--- src/rtl/kbc_pkg.sv ---
// Package kbc_pkg: command opcodes, argument kinds and the decoded-command
// record shared by the keyboard controller modules.
package kbc_pkg;

    localparam logic [7:0] OP_READ_CFG   = 8'h20;
    localparam logic [7:0] OP_WRITE_CFG  = 8'h60;
    localparam logic [7:0] OP_AUX_TEST   = 8'hA9;
    localparam logic [7:0] OP_SELF_TEST  = 8'hAA;
    localparam logic [7:0] OP_WRITE_OUTP = 8'hD1;
    localparam logic [7:0] OP_KBUF_WRITE = 8'hD2;
    localparam logic [7:0] OP_AUXO_WRITE = 8'hD3;
    localparam logic [7:0] OP_AUXI_WRITE = 8'hD4;

    localparam logic [7:0] SELF_TEST_OK  = 8'h55;
    localparam logic [7:0] AUX_TEST_OK   = 8'h00;

    typedef enum logic [2:0] {
        ARG_CFG,
        ARG_OUTPORT,
        ARG_KEYBUF,
        ARG_AUXOUT,
        ARG_AUXIN
    } arg_kind_e;

    typedef struct packed {
        logic       gives_resp;
        logic       resp_from_cfg;
        logic [7:0] resp_const;
        logic       takes_arg;
        arg_kind_e  arg_kind;
        logic       sys_reset;
    } cmd_dec_t;

endpackage

--- src/rtl/kbc_cmd_decode.sv ---
// Module kbc_cmd_decode: combinational decode of a command-port byte.
// Assumes the caller qualifies the result with the command write strobe.
// Unknown opcodes decode to an all-inactive record.
module kbc_cmd_decode
    import kbc_pkg::*;
(
    input  logic [7:0] cmd_i,
    output cmd_dec_t   dec_o
);

    // Map the opcode onto response, argument and reset actions
    always_comb begin
        dec_o = '{gives_resp: 1'b0, resp_from_cfg: 1'b0, resp_const: 8'h00,
                  takes_arg: 1'b0, arg_kind: ARG_CFG, sys_reset: 1'b0};
        case (cmd_i)
            OP_READ_CFG: begin
                dec_o.gives_resp    = 1'b1;
                dec_o.resp_from_cfg = 1'b1;
            end
            OP_SELF_TEST: begin
                dec_o.gives_resp = 1'b1;
                dec_o.resp_const = SELF_TEST_OK;
            end
            OP_AUX_TEST: begin
                dec_o.gives_resp = 1'b1;
                dec_o.resp_const = AUX_TEST_OK;
            end
            OP_WRITE_CFG: begin
                dec_o.takes_arg = 1'b1;
                dec_o.arg_kind  = ARG_CFG;
            end
            OP_WRITE_OUTP: begin
                dec_o.takes_arg = 1'b1;
                dec_o.arg_kind  = ARG_OUTPORT;
            end
            OP_KBUF_WRITE: begin
                dec_o.takes_arg = 1'b1;
                dec_o.arg_kind  = ARG_KEYBUF;
            end
            OP_AUXO_WRITE: begin
                dec_o.takes_arg = 1'b1;
                dec_o.arg_kind  = ARG_AUXOUT;
            end
            OP_AUXI_WRITE: begin
                dec_o.takes_arg = 1'b1;
                dec_o.arg_kind  = ARG_AUXIN;
            end
            default: begin
                dec_o.sys_reset = (cmd_i[7:4] == 4'hF) && !cmd_i[0];
            end
        endcase
    end

endmodule

--- src/rtl/kbc_scan_fifo.sv ---
// Module kbc_scan_fifo: circular byte queue with read and write pointers and
// an explicit empty flag, so all DEPTH slots are usable. A push is refused
// when the queue is full, even if a pop happens in the same cycle. A pop
// from an empty queue does nothing. DEPTH need not be a power of two.
module kbc_scan_fifo #(
    parameter int DEPTH = 16,
    parameter int WIDTH = 8
) (
    input  logic             clk,
    input  logic             rst_n,
    input  logic             push_i,
    input  logic [WIDTH-1:0] push_data_i,
    input  logic             pop_i,
    output logic [WIDTH-1:0] head_o,
    output logic             empty_o,
    output logic             full_o,
    output logic             accept_o
);

    localparam int PW = (DEPTH > 1) ? $clog2(DEPTH) : 1;
    localparam logic [PW-1:0] LAST = PW'(DEPTH - 1);

    logic [WIDTH-1:0] mem [DEPTH];
    logic [PW-1:0]    wr_ptr_q, rd_ptr_q;
    logic             empty_q;
    logic             pop_ok;

    function automatic logic [PW-1:0] bump(input logic [PW-1:0] p);
        return (p == LAST) ? '0 : p + PW'(1);
    endfunction

    // Derive occupancy flags and the accepted operations
    always_comb begin
        full_o   = !empty_q && (wr_ptr_q == rd_ptr_q);
        empty_o  = empty_q;
        accept_o = push_i && !full_o;
        pop_ok   = pop_i && !empty_q;
        head_o   = mem[rd_ptr_q];
    end

    // Store an accepted byte at the write pointer
    always_ff @(posedge clk) begin
        if (accept_o) mem[wr_ptr_q] <= push_data_i;
    end

    // Advance the pointers and track emptiness
    always_ff @(posedge clk) begin
        if (!rst_n) begin
            wr_ptr_q <= '0;
            rd_ptr_q <= '0;
            empty_q  <= 1'b1;
        end else begin
            if (accept_o) wr_ptr_q <= bump(wr_ptr_q);
            if (pop_ok)   rd_ptr_q <= bump(rd_ptr_q);
            if (accept_o)
                empty_q <= 1'b0;
            else if (pop_ok && (bump(rd_ptr_q) == wr_ptr_q))
                empty_q <= 1'b1;
        end
    end

endmodule

--- src/rtl/kbc_top.sv ---
// Module kbc_top: host register interface of the keyboard controller.
// Assumes single-cycle host strobes. rd_data always shows the byte that a
// data read in the current cycle would return. A command write takes
// precedence over a data write in the same cycle.
module kbc_top
    import kbc_pkg::*;
#(
    parameter int         DEPTH    = 16,
    parameter logic [7:0] CFG_INIT = 8'h41
) (
    input  logic       clk,
    input  logic       rst_n,
    input  logic       cmd_wr,
    input  logic       data_wr,
    input  logic       data_rd,
    input  logic [7:0] wr_data,
    output logic [7:0] status_o,
    output logic [7:0] rd_data,
    input  logic       key_valid,
    input  logic [6:0] key_code,
    input  logic       key_release,
    output logic       kbd_irq,
    output logic       sys_reset_req,
    output logic       a20_gate
);

    cmd_dec_t   dec;
    logic [7:0] resp_q, cfg_q, fifo_din, fifo_head;
    logic       resp_valid_q, waiting_q, a20_q, rst_req_q, irq_q;
    arg_kind_e  arg_q;
    logic       arg_write, host_push, fifo_push, fifo_pop;
    logic       fifo_empty, fifo_full, fifo_accept;

    kbc_cmd_decode u_dec (
        .cmd_i (wr_data),
        .dec_o (dec)
    );

    // Select the queue writer: key events win over a host-inserted byte
    always_comb begin
        arg_write = data_wr && !cmd_wr && waiting_q;
        host_push = arg_write && (arg_q == ARG_KEYBUF) && !key_valid;
        fifo_push = key_valid || host_push;
        fifo_din  = key_valid ? {key_release, key_code} : wr_data;
        fifo_pop  = data_rd && !resp_valid_q;
    end

    kbc_scan_fifo #(.DEPTH(DEPTH), .WIDTH(8)) u_fifo (
        .clk         (clk),
        .rst_n       (rst_n),
        .push_i      (fifo_push),
        .push_data_i (fifo_din),
        .pop_i       (fifo_pop),
        .head_o      (fifo_head),
        .empty_o     (fifo_empty),
        .full_o      (fifo_full),
        .accept_o    (fifo_accept)
    );

    // Execute commands and command arguments; hold controller state
    always_ff @(posedge clk) begin
        if (!rst_n) begin
            resp_q       <= 8'h00;
            resp_valid_q <= 1'b0;
            waiting_q    <= 1'b0;
            arg_q        <= ARG_CFG;
            cfg_q        <= CFG_INIT;
            a20_q        <= 1'b1;
            rst_req_q    <= 1'b0;
        end else begin
            rst_req_q <= 1'b0;
            if (data_rd && resp_valid_q) resp_valid_q <= 1'b0;
            if (cmd_wr) begin
                if (dec.gives_resp) begin
                    resp_q       <= dec.resp_from_cfg ? cfg_q : dec.resp_const;
                    resp_valid_q <= 1'b1;
                end
                if (dec.takes_arg) begin
                    waiting_q <= 1'b1;
                    arg_q     <= dec.arg_kind;
                end
                if (dec.sys_reset) rst_req_q <= 1'b1;
            end else if (arg_write) begin
                waiting_q <= 1'b0;
                case (arg_q)
                    ARG_CFG:     cfg_q <= wr_data;
                    ARG_OUTPORT: begin
                        a20_q     <= wr_data[1];
                        rst_req_q <= !wr_data[0];
                    end
                    default: ;
                endcase
            end
        end
    end

    // Pulse the interrupt for each key event the queue accepted
    always_ff @(posedge clk) begin
        if (!rst_n) irq_q <= 1'b0;
        else        irq_q <= key_valid && fifo_accept;
    end

    // Build the host-visible status and read data
    always_comb begin
        status_o = {4'b0000, waiting_q, 1'b1, 1'b0, resp_valid_q || !fifo_empty};
        if (resp_valid_q)     rd_data = resp_q;
        else if (!fifo_empty) rd_data = fifo_head;
        else                  rd_data = 8'h00;
        kbd_irq       = irq_q;
        sys_reset_req = rst_req_q;
        a20_gate      = a20_q;
    end

endmodule

--- config.mk ---
export PLATFORM = sky130hd
export DESIGN_NAME = kbc_top
export DESIGN_NICKNAME = d
export VERILOG_FILES = /design/src/rtl/kbc_pkg.sv /design/src/rtl/kbc_cmd_decode.sv /design/src/rtl/kbc_scan_fifo.sv /design/src/rtl/kbc_top.sv
export SDC_FILE = /design/constraint.sdc
export NUM_CORES = 1
export LEC_CHECK = 0
export BUFFER_PORTS_ARGS = -buffer_cell sky130_fd_sc_hd__buf_2
export CORE_MARGIN = 5
export CORE_UTILIZATION = 50
export CTS_CLUSTER_SIZE = 12
export DETAILED_ROUTE_END_ITERATION = 10
export GPL_TIMING_DRIVEN = 1
export MAX_ROUTING_LAYER = met4
export PLACE_DENSITY = 0.67
export SLEW_MARGIN = 20
export SYNTH_ARGS = -nofsm -noshare
export SYNTH_HDL_FRONTEND = slang
export SYNTH_SLANG_ARGS = --single-unit
--- constraint.sdc ---
create_clock -name clk -period 5.34 [get_ports clk]
set_input_delay 1.068 -clock clk [delete_from_list [all_inputs] [get_ports clk]]
set_output_delay 1.068 -clock clk [all_outputs]
set_load 0.05 [all_outputs]
# --- After elaboration in Yosys (flattened, before gate mapping) ---
# Memory sizes are Yosys's and may differ from the RTL's. A register that Yosys moved wholly into a read port is not among the register bits.
# Cells that the tools add are included.
totals:
  regBits: 33
  latchBits: 0
  mem_bits_rw: 128
  romBits: 0
  input_bits: 22
  output_inout_bits: 19
  word_cells: 88
  mem_count: 1
mem_list:
  columns: ["memory", "depth", "word_bits", "rd", "rd_clocked_by_memory_dff", "write_ports", "line", "rtl"]
  rows:
  - ["u_fifo.mem", 16, 8, 1, 1, 1, "kbc_scan_fifo.sv:23", "logic [WIDTH-1:0] mem [DEPTH];"]
classes:
  n_addsub: 2
  multipliers: 0
  div_mod_pow: 0
  n_lt_le_gt_ge: 0
  eq_ne: 16
  shift: 0
  n_mux: 27
  bitwise_logic: 1
  n_reduce_logical: 30
op_table:
  columns: ["operator", "n"]
  rows:
  - ["== test 8 bit (second input constant)", 6]
  - ["2-to-1 mux 8 bit", 4]
  - ["case mux 4 bit (5 select lines)", 1]
  - ["2-to-1 mux 1 bit", 17]
  - ["2-to-1 mux 4 bit", 4]
  - ["== test 4 bit (second input constant)", 3]
  - ["logical AND 1 bit", 12]
  - ["adder 4 x 1 -> 4 bit (second input constant)", 2]
  - ["== test 4 bit", 2]
  - ["== test 8 x 6 -> 1 bit (second input constant)", 1]
  - ["== test 8 x 7 -> 1 bit (second input constant)", 1]
  - ["OR reduction 8 bit", 1]
  - ["2-to-1 mux 7 bit", 1]
  - ["logical NOT 1 bit", 6]
  - ["AND reduction 2 bit", 3]
  - ["AND reduction 3 bit", 2]
  - ["nonzero test 2 bit", 2]
  - ["== test 3 x 1 -> 1 bit (second input constant)", 1]
  - ["== test 3 x 2 -> 1 bit (second input constant)", 1]
  - ["logical NOT 3 bit", 1]
  - ["OR reduction 3 bit", 1]
  - ["logical OR 1 bit", 2]
  - ["inequality test 2 x 1 -> 1 bit (second input constant)", 1]
  - ["inverter 1 bit", 1]

# --- Longest topological paths before layout ---
depth:
  depth_word: 9
  depth_mapped: 7
  mapped_depth_nobuf: 6

# --- By module ---
# A second synthesis with hierarchy kept.
unflattened:
  cells_unflattened: 439
  area_unflattened_um2: 7214.4
modules_own_cells:
  columns: ["mod", "instances", "cells_each", "area_each_um2", "seq_area_each_um2"]
  rows:
  - ["kbc_scan_fifo", 1, 270, 5713.0, 4103.9]
  - ["kbc_top", 1, 139, 1287.5, 480.5]
  - ["kbc_cmd_decode", 1, 30, 214.0, 0.0]

# --- Worst setup path before layout ---
# Ideal clock, no wire load.
synth_timing:
  kind: "input to register"
  from: "input cmd_wr"
  to: "memory u_fifo.mem[7][0], enable pin"
  setup_time_ps: 385
  arrival_time_ps: 2863
  setup_slack_ps: 2092
  path_stages: 6
  path_buffers: 2
  path_cell_list: "buf_2 > nor4bb_1 > a31o_2 > o41a_1 > clkbuf_1 > nor3b_1"
synth_via:
  elab_chain_cells: 9
synth_lines:
  columns: ["item", "line", "rtl"]
  rows:
  - ["start: declaration", "kbc_top.sv:13", "input logic cmd_wr,"]
  - ["logical NOT 1 bit", "kbc_top.sv:41", "arg_write = data_wr && !cmd_wr && waiting_q;"]
  - ["logical AND 1 bit (2 in series)", "kbc_top.sv:41", null]
  - ["logical AND 1 bit (2 in series)", "kbc_top.sv:42", "host_push = arg_write && (arg_q == ARG_KEYBUF) && !key_valid;"]
  - ["logical OR 1 bit", "kbc_top.sv:43", "fifo_push = key_valid || host_push;"]
  - ["logical AND 1 bit", "kbc_scan_fifo.sv:36", "accept_o = push_i && !full_o;"]
  - ["2-to-1 mux 1 bit", "kbc_scan_fifo.sv:43", "if (accept_o) mem[wr_ptr_q] <= push_data_i;"]
  - ["2-to-1 mux 1 bit (implied by the code)", "kbc_scan_fifo.sv:43", null]
  - ["end: declaration", "kbc_scan_fifo.sv:23", null]
# Every way passes these cells.

==> reports/qor_table.md <==
| Metric | Reported | Unit |
|---|---|---|
| Final period demand of the worst path | 4.10 | ns |
| Level count of the clock H-tree | 4 | - |
| Final-layout setup total negative slack | 0 | ns |
| Sequential element share of the synthesized area | 0.655 | - |
| Pwr dens | 358 | nW/um^2 |
| Drt total wl | 14,200 | um |
| Antenna violations before repair | 0 | - |
| Buffer cell driving the clock tree root | clkbuf_16 | - |
| Setup repair after global routing missed its margin | no | - |
| Data arrival at the endpoint of the critical path | 3.03 | ns |
| LEAKAGE | 2.62 | nW |
| Top-area cell type share of the netlist area | 0.550 | - |
| Final Slew Violations | 0 | - |
| End of the worst register-to-register path | u_fifo.mem[2][1]$_DFFE_PP_ | - |
| Most common library cells after synthesis | edfxtp_1 (128), dfxtp_1 (37), mux4_2 (32), mux2i_1 (21), nor2b_1 (21) | - |
| Flops & latches, synth | 165 | - |
| Register clock-pin slew on the reported worst setup and hold paths | 0.06 | ns |
| Post-CTS sizing | 0 | - |
| Final-layout fill cell count | 1,109 | - |
| Cell types with the largest area share after synthesis | edfxtp_1 (55%), dfxtp_1 (11%), mux4_2 (10%) | - |
| Transition time of the tightest slew-check pin | 1.04 | ns |
| Final setup skew | 0.00676 | ns |
| Placed cell area | 7240 | sq um |
| Critical path class | flip-flop to output pin | - |
| Register cell area after layout | 4590 | sq um |
| Asr flop ratio synth | 0 | - |
| Slowest stage cell on the critical path | dfxtp_2 | - |
| Post-synth top area cell | edfxtp_1 | - |
| Setup-violating endpoint count in the final report | 0 | - |
| Number of max-capacitance violations reported | 0 | - |
| List of cells traversed by the critical path | buf_4 -> mux4_2 -> mux2_2 -> a221o_1 -> buf_2 | - |
| Gate family responsible for the most delay along the worst path | multiplexers | - |
| Die Height | 128 | um |
| Die area | 16,500 | sq um |
| Maximum VDD drop | 261 | uV |
| Final Cell Area | 7790 | sq um |
| N_diodes | 0 | - |
| DRC violations left | 0 | - |
| Length in cells of the worst reg-to-reg path | 5 | - |
| Deepest clock path buffer count | 2 | - |
| Number of setup buffers added after CTS | 0 | - |
| Half-perimeter wire length after placement | 9260 | um |
| Endpoint type of the worst setup path | output pin | - |
| Average cell area after synthesis | 16.0 | sq um |
| Part of the cycle the worst path needs | 0.767 | - |
| Highest fanout seen on the critical path | 18 | - |
| Min-delay worst type | flip-flop to flip-flop | - |
| Fmax achieved | 244 | MHz |
| Synthesis-to-layout area growth | 11.4 | % |
| Clk Latency, worst-skew pair | 0.42 | ns |
| Primary flip-flop cell chosen by synthesis mapping | edfxtp_1 | - |
| TritonCTS clock tree | yes | - |
| Most frequent cell after synthesis | edfxtp_1 | - |
| Hold bufs inserted after CTS | 0 | - |
| Critical path endpoint | rd_data[7] | - |
| Slack of the worst reg-to-reg path | 2.35 | ns |
| X dimension of the die | 128 | um |
| Count of mapped cells out of synthesis | 437 | - |
| Multi-input combinational cell area | 2210 | sq um |
| Residual antenna-violating net count after detailed routing | 0 | - |
| Maximum number of pins on one net before global-route repair | 35 | - |
| Result of the run | finished clean | - |
| Inserted Clock Buffers | 17 | - |
| Data required time of the critical path | 4.27 | ns |
| Placer Congestion | 0.835 | - |
| Count of boundary I/O pins | 41 | - |
| Total number of clock tree sinks | 165 | - |
| Hold Violations, Final | 0 | - |
| Worst slew slack as a fraction of its limit | 0.302 | - |
| Number of global-route vias before repair | 3,803 | - |
| GRT Util Overall | 0.190 | - |
| Cell Area, Synth | 6990 | sq um |
| Overall overflow remaining after global route | 0 | - |
| Port Buffers | 34 | - |
| Initial core utilization | 0.508 | - |
| Wire length of the first global-routing pass | 21,900 | um |
| WP buf/inv | 2 | - |
| Number of synthesized flops with an enable pin | 128 | - |
| Worst stage delay on the critical path | 0.74 | ns |
| Placeable Area | 13,800 | sq um |
| Mean number of vias per cell | 5.76 | - |
| Drt pass-1 iters | 4 | - |
| Yosys warnings | 0 | - |
| Detailed Route Iter0 Violations | 427 | - |
| Detail-routed net length per standard cell | 21.8 | um |
| Fraction of layout instances using a drive strength above 1 | 0.260 | - |
| Number of logic stages on the critical path including buffering | 5 | - |
| Critical path launch point type | flip-flop | - |
| Final Net Count | 488 | - |
| Start of the worst register-to-register path | u_fifo.wr_ptr_q[2]$_SDFFE_PN0P_ | - |
| Number of distinct library cell variants in the gate-level netlist after synthesis | 50 | - |
| Count of vias placed by the detailed router | 3,761 | - |
| Hold Crit Depth | 2 | - |
| Std cell rows | 43 | - |
-- cells by family after synthesis --
| kind of cell | synth area share |
|---|---|
| flops | 0.655 |
| simple gates | 0.0882 |
| mux | 0.157 |
| buf+inv | 0.0315 |
| compound gates | 0.0451 |
| xor+xnor | 0.0125 |
| fa+ha+maj | 0.00894 |
| other cells | 0.00107 |
-- power breakdown --
group	switching [W]	internal, W	leakage [nW]
logic	0.000140	0.0000802	0.908
registers	0.0000245	0.00141	1.46
clock network	0.000463	0.000672	0.255
-- worst min-delay path, stage by stage, from the launching register on --
cell     delay, ns
dfxtp_1       0.34
mux2i_1       0.07
nand2_1       0.05
-- layer usage --
layer,vias to the layer above,global-route usage,part of all wire
met1,1907,0.241,0.41
met3,13,0.0471,0.055
met5,-,-,0
li1,1747,-,-
met4,0,0.0630,0.012
met2,94,0.302,0.52
-- per-stage QoR --
step / utilization / power, W / hold WS (ns) / setup WS, ns / cells
finish: 0.566 / 0.00279 / 0.494 / 1.24 / 653
global route: 0.566 / 0.00289 / 0.530 / 1.02 / 653
CTS: 0.565 / 0.00282 / 0.496 / 1.15 / 653
detailed placement: 0.526 / 0.00169 / 0.474 / 1.38 / 622
global placement: 0.526 / 0.00168 / 0.458 / 1.59 / 622
floorplan: - / 0.00162 / 0.442 / 2.09 / 441
-- registers in the layout (all words and copies together) (netlist names), named ones only --
signal           count
u_fifo.wr_ptr_q      4
a20_gate             1
resp_valid_q         1
resp_q               8
u_fifo.rd_ptr_q      4
arg_q                3
u_fifo.mem         128
kbd_irq              1
waiting_q            1
u_fifo.empty_o       1
cfg_q                8
sys_reset_req        1
-- area by class of cell --
cell class | instances | area share
flip-flops and latches | 165 | 0.588
multi-input cells | 233 | 0.284
clock buffers | 18 | 0.0551
well taps | 180 | 0.0289
repair buffers | 38 | 0.0257
clock inverters | 13 | 0.0149
inverters | 6 | 0.00289
-- placed cells by master, fill, tap and decap left out, types with 3 or more instances in the layout --
master | synthesis | layout
clkinvlp_4 | 0 | 3
nand2b_1 | 4 | 4
nand2_1 | 17 | 17
buf_2 | 6 | 34
a221o_1 | 8 | 8
and2_2 | 3 | 3
a31oi_1 | 3 | 3
clkbuf_16 | 0 | 17
xnor2_1 | 6 | 6
o21a_1 | 4 | 4
edfxtp_1 | 128 | 128
dfxtp_1 | 37 | 35
clkinv_1 | 0 | 5
buf_4 | 7 | 4
nand3_1 | 3 | 3
ha_1 | 5 | 5
nor2_1 | 8 | 8
xor2_1 | 4 | 4
o21ai_0 | 6 | 6
inv_1 | 6 | 6
mux2_2 | 15 | 15
nor3_1 | 7 | 5
mux2i_1 | 21 | 21
mux4_2 | 32 | 32
nor4_1 | 9 | 9
a32oi_1 | 5 | 5
and3_1 | 13 | 13
a21oi_1 | 5 | 5
and2_1 | 4 | 4
conb_1 | 2 | 6
nor2b_1 | 21 | 21
-- worst min path at each step --
stage / start / slack, ns / to
floorplan: cfg_q[0]$_SDFFE_PN1P_ / 0.44 / cfg_q[0]$_SDFFE_PN1P_
global placement: a20_gate$_SDFFE_PN1P_ / 0.46 / a20_gate$_SDFFE_PN1P_
detailed placement: a20_gate$_SDFFE_PN1P_ / 0.47 / a20_gate$_SDFFE_PN1P_
CTS: a20_gate$_SDFFE_PN1P_ / 0.50 / a20_gate$_SDFFE_PN1P_
global route: a20_gate$_SDFFE_PN1P_ / 0.53 / a20_gate$_SDFFE_PN1P_
finish: a20_gate$_SDFFE_PN1P_ / 0.49 / a20_gate$_SDFFE_PN1P_
No activity file was read; power rests on OpenSTA's default activity.
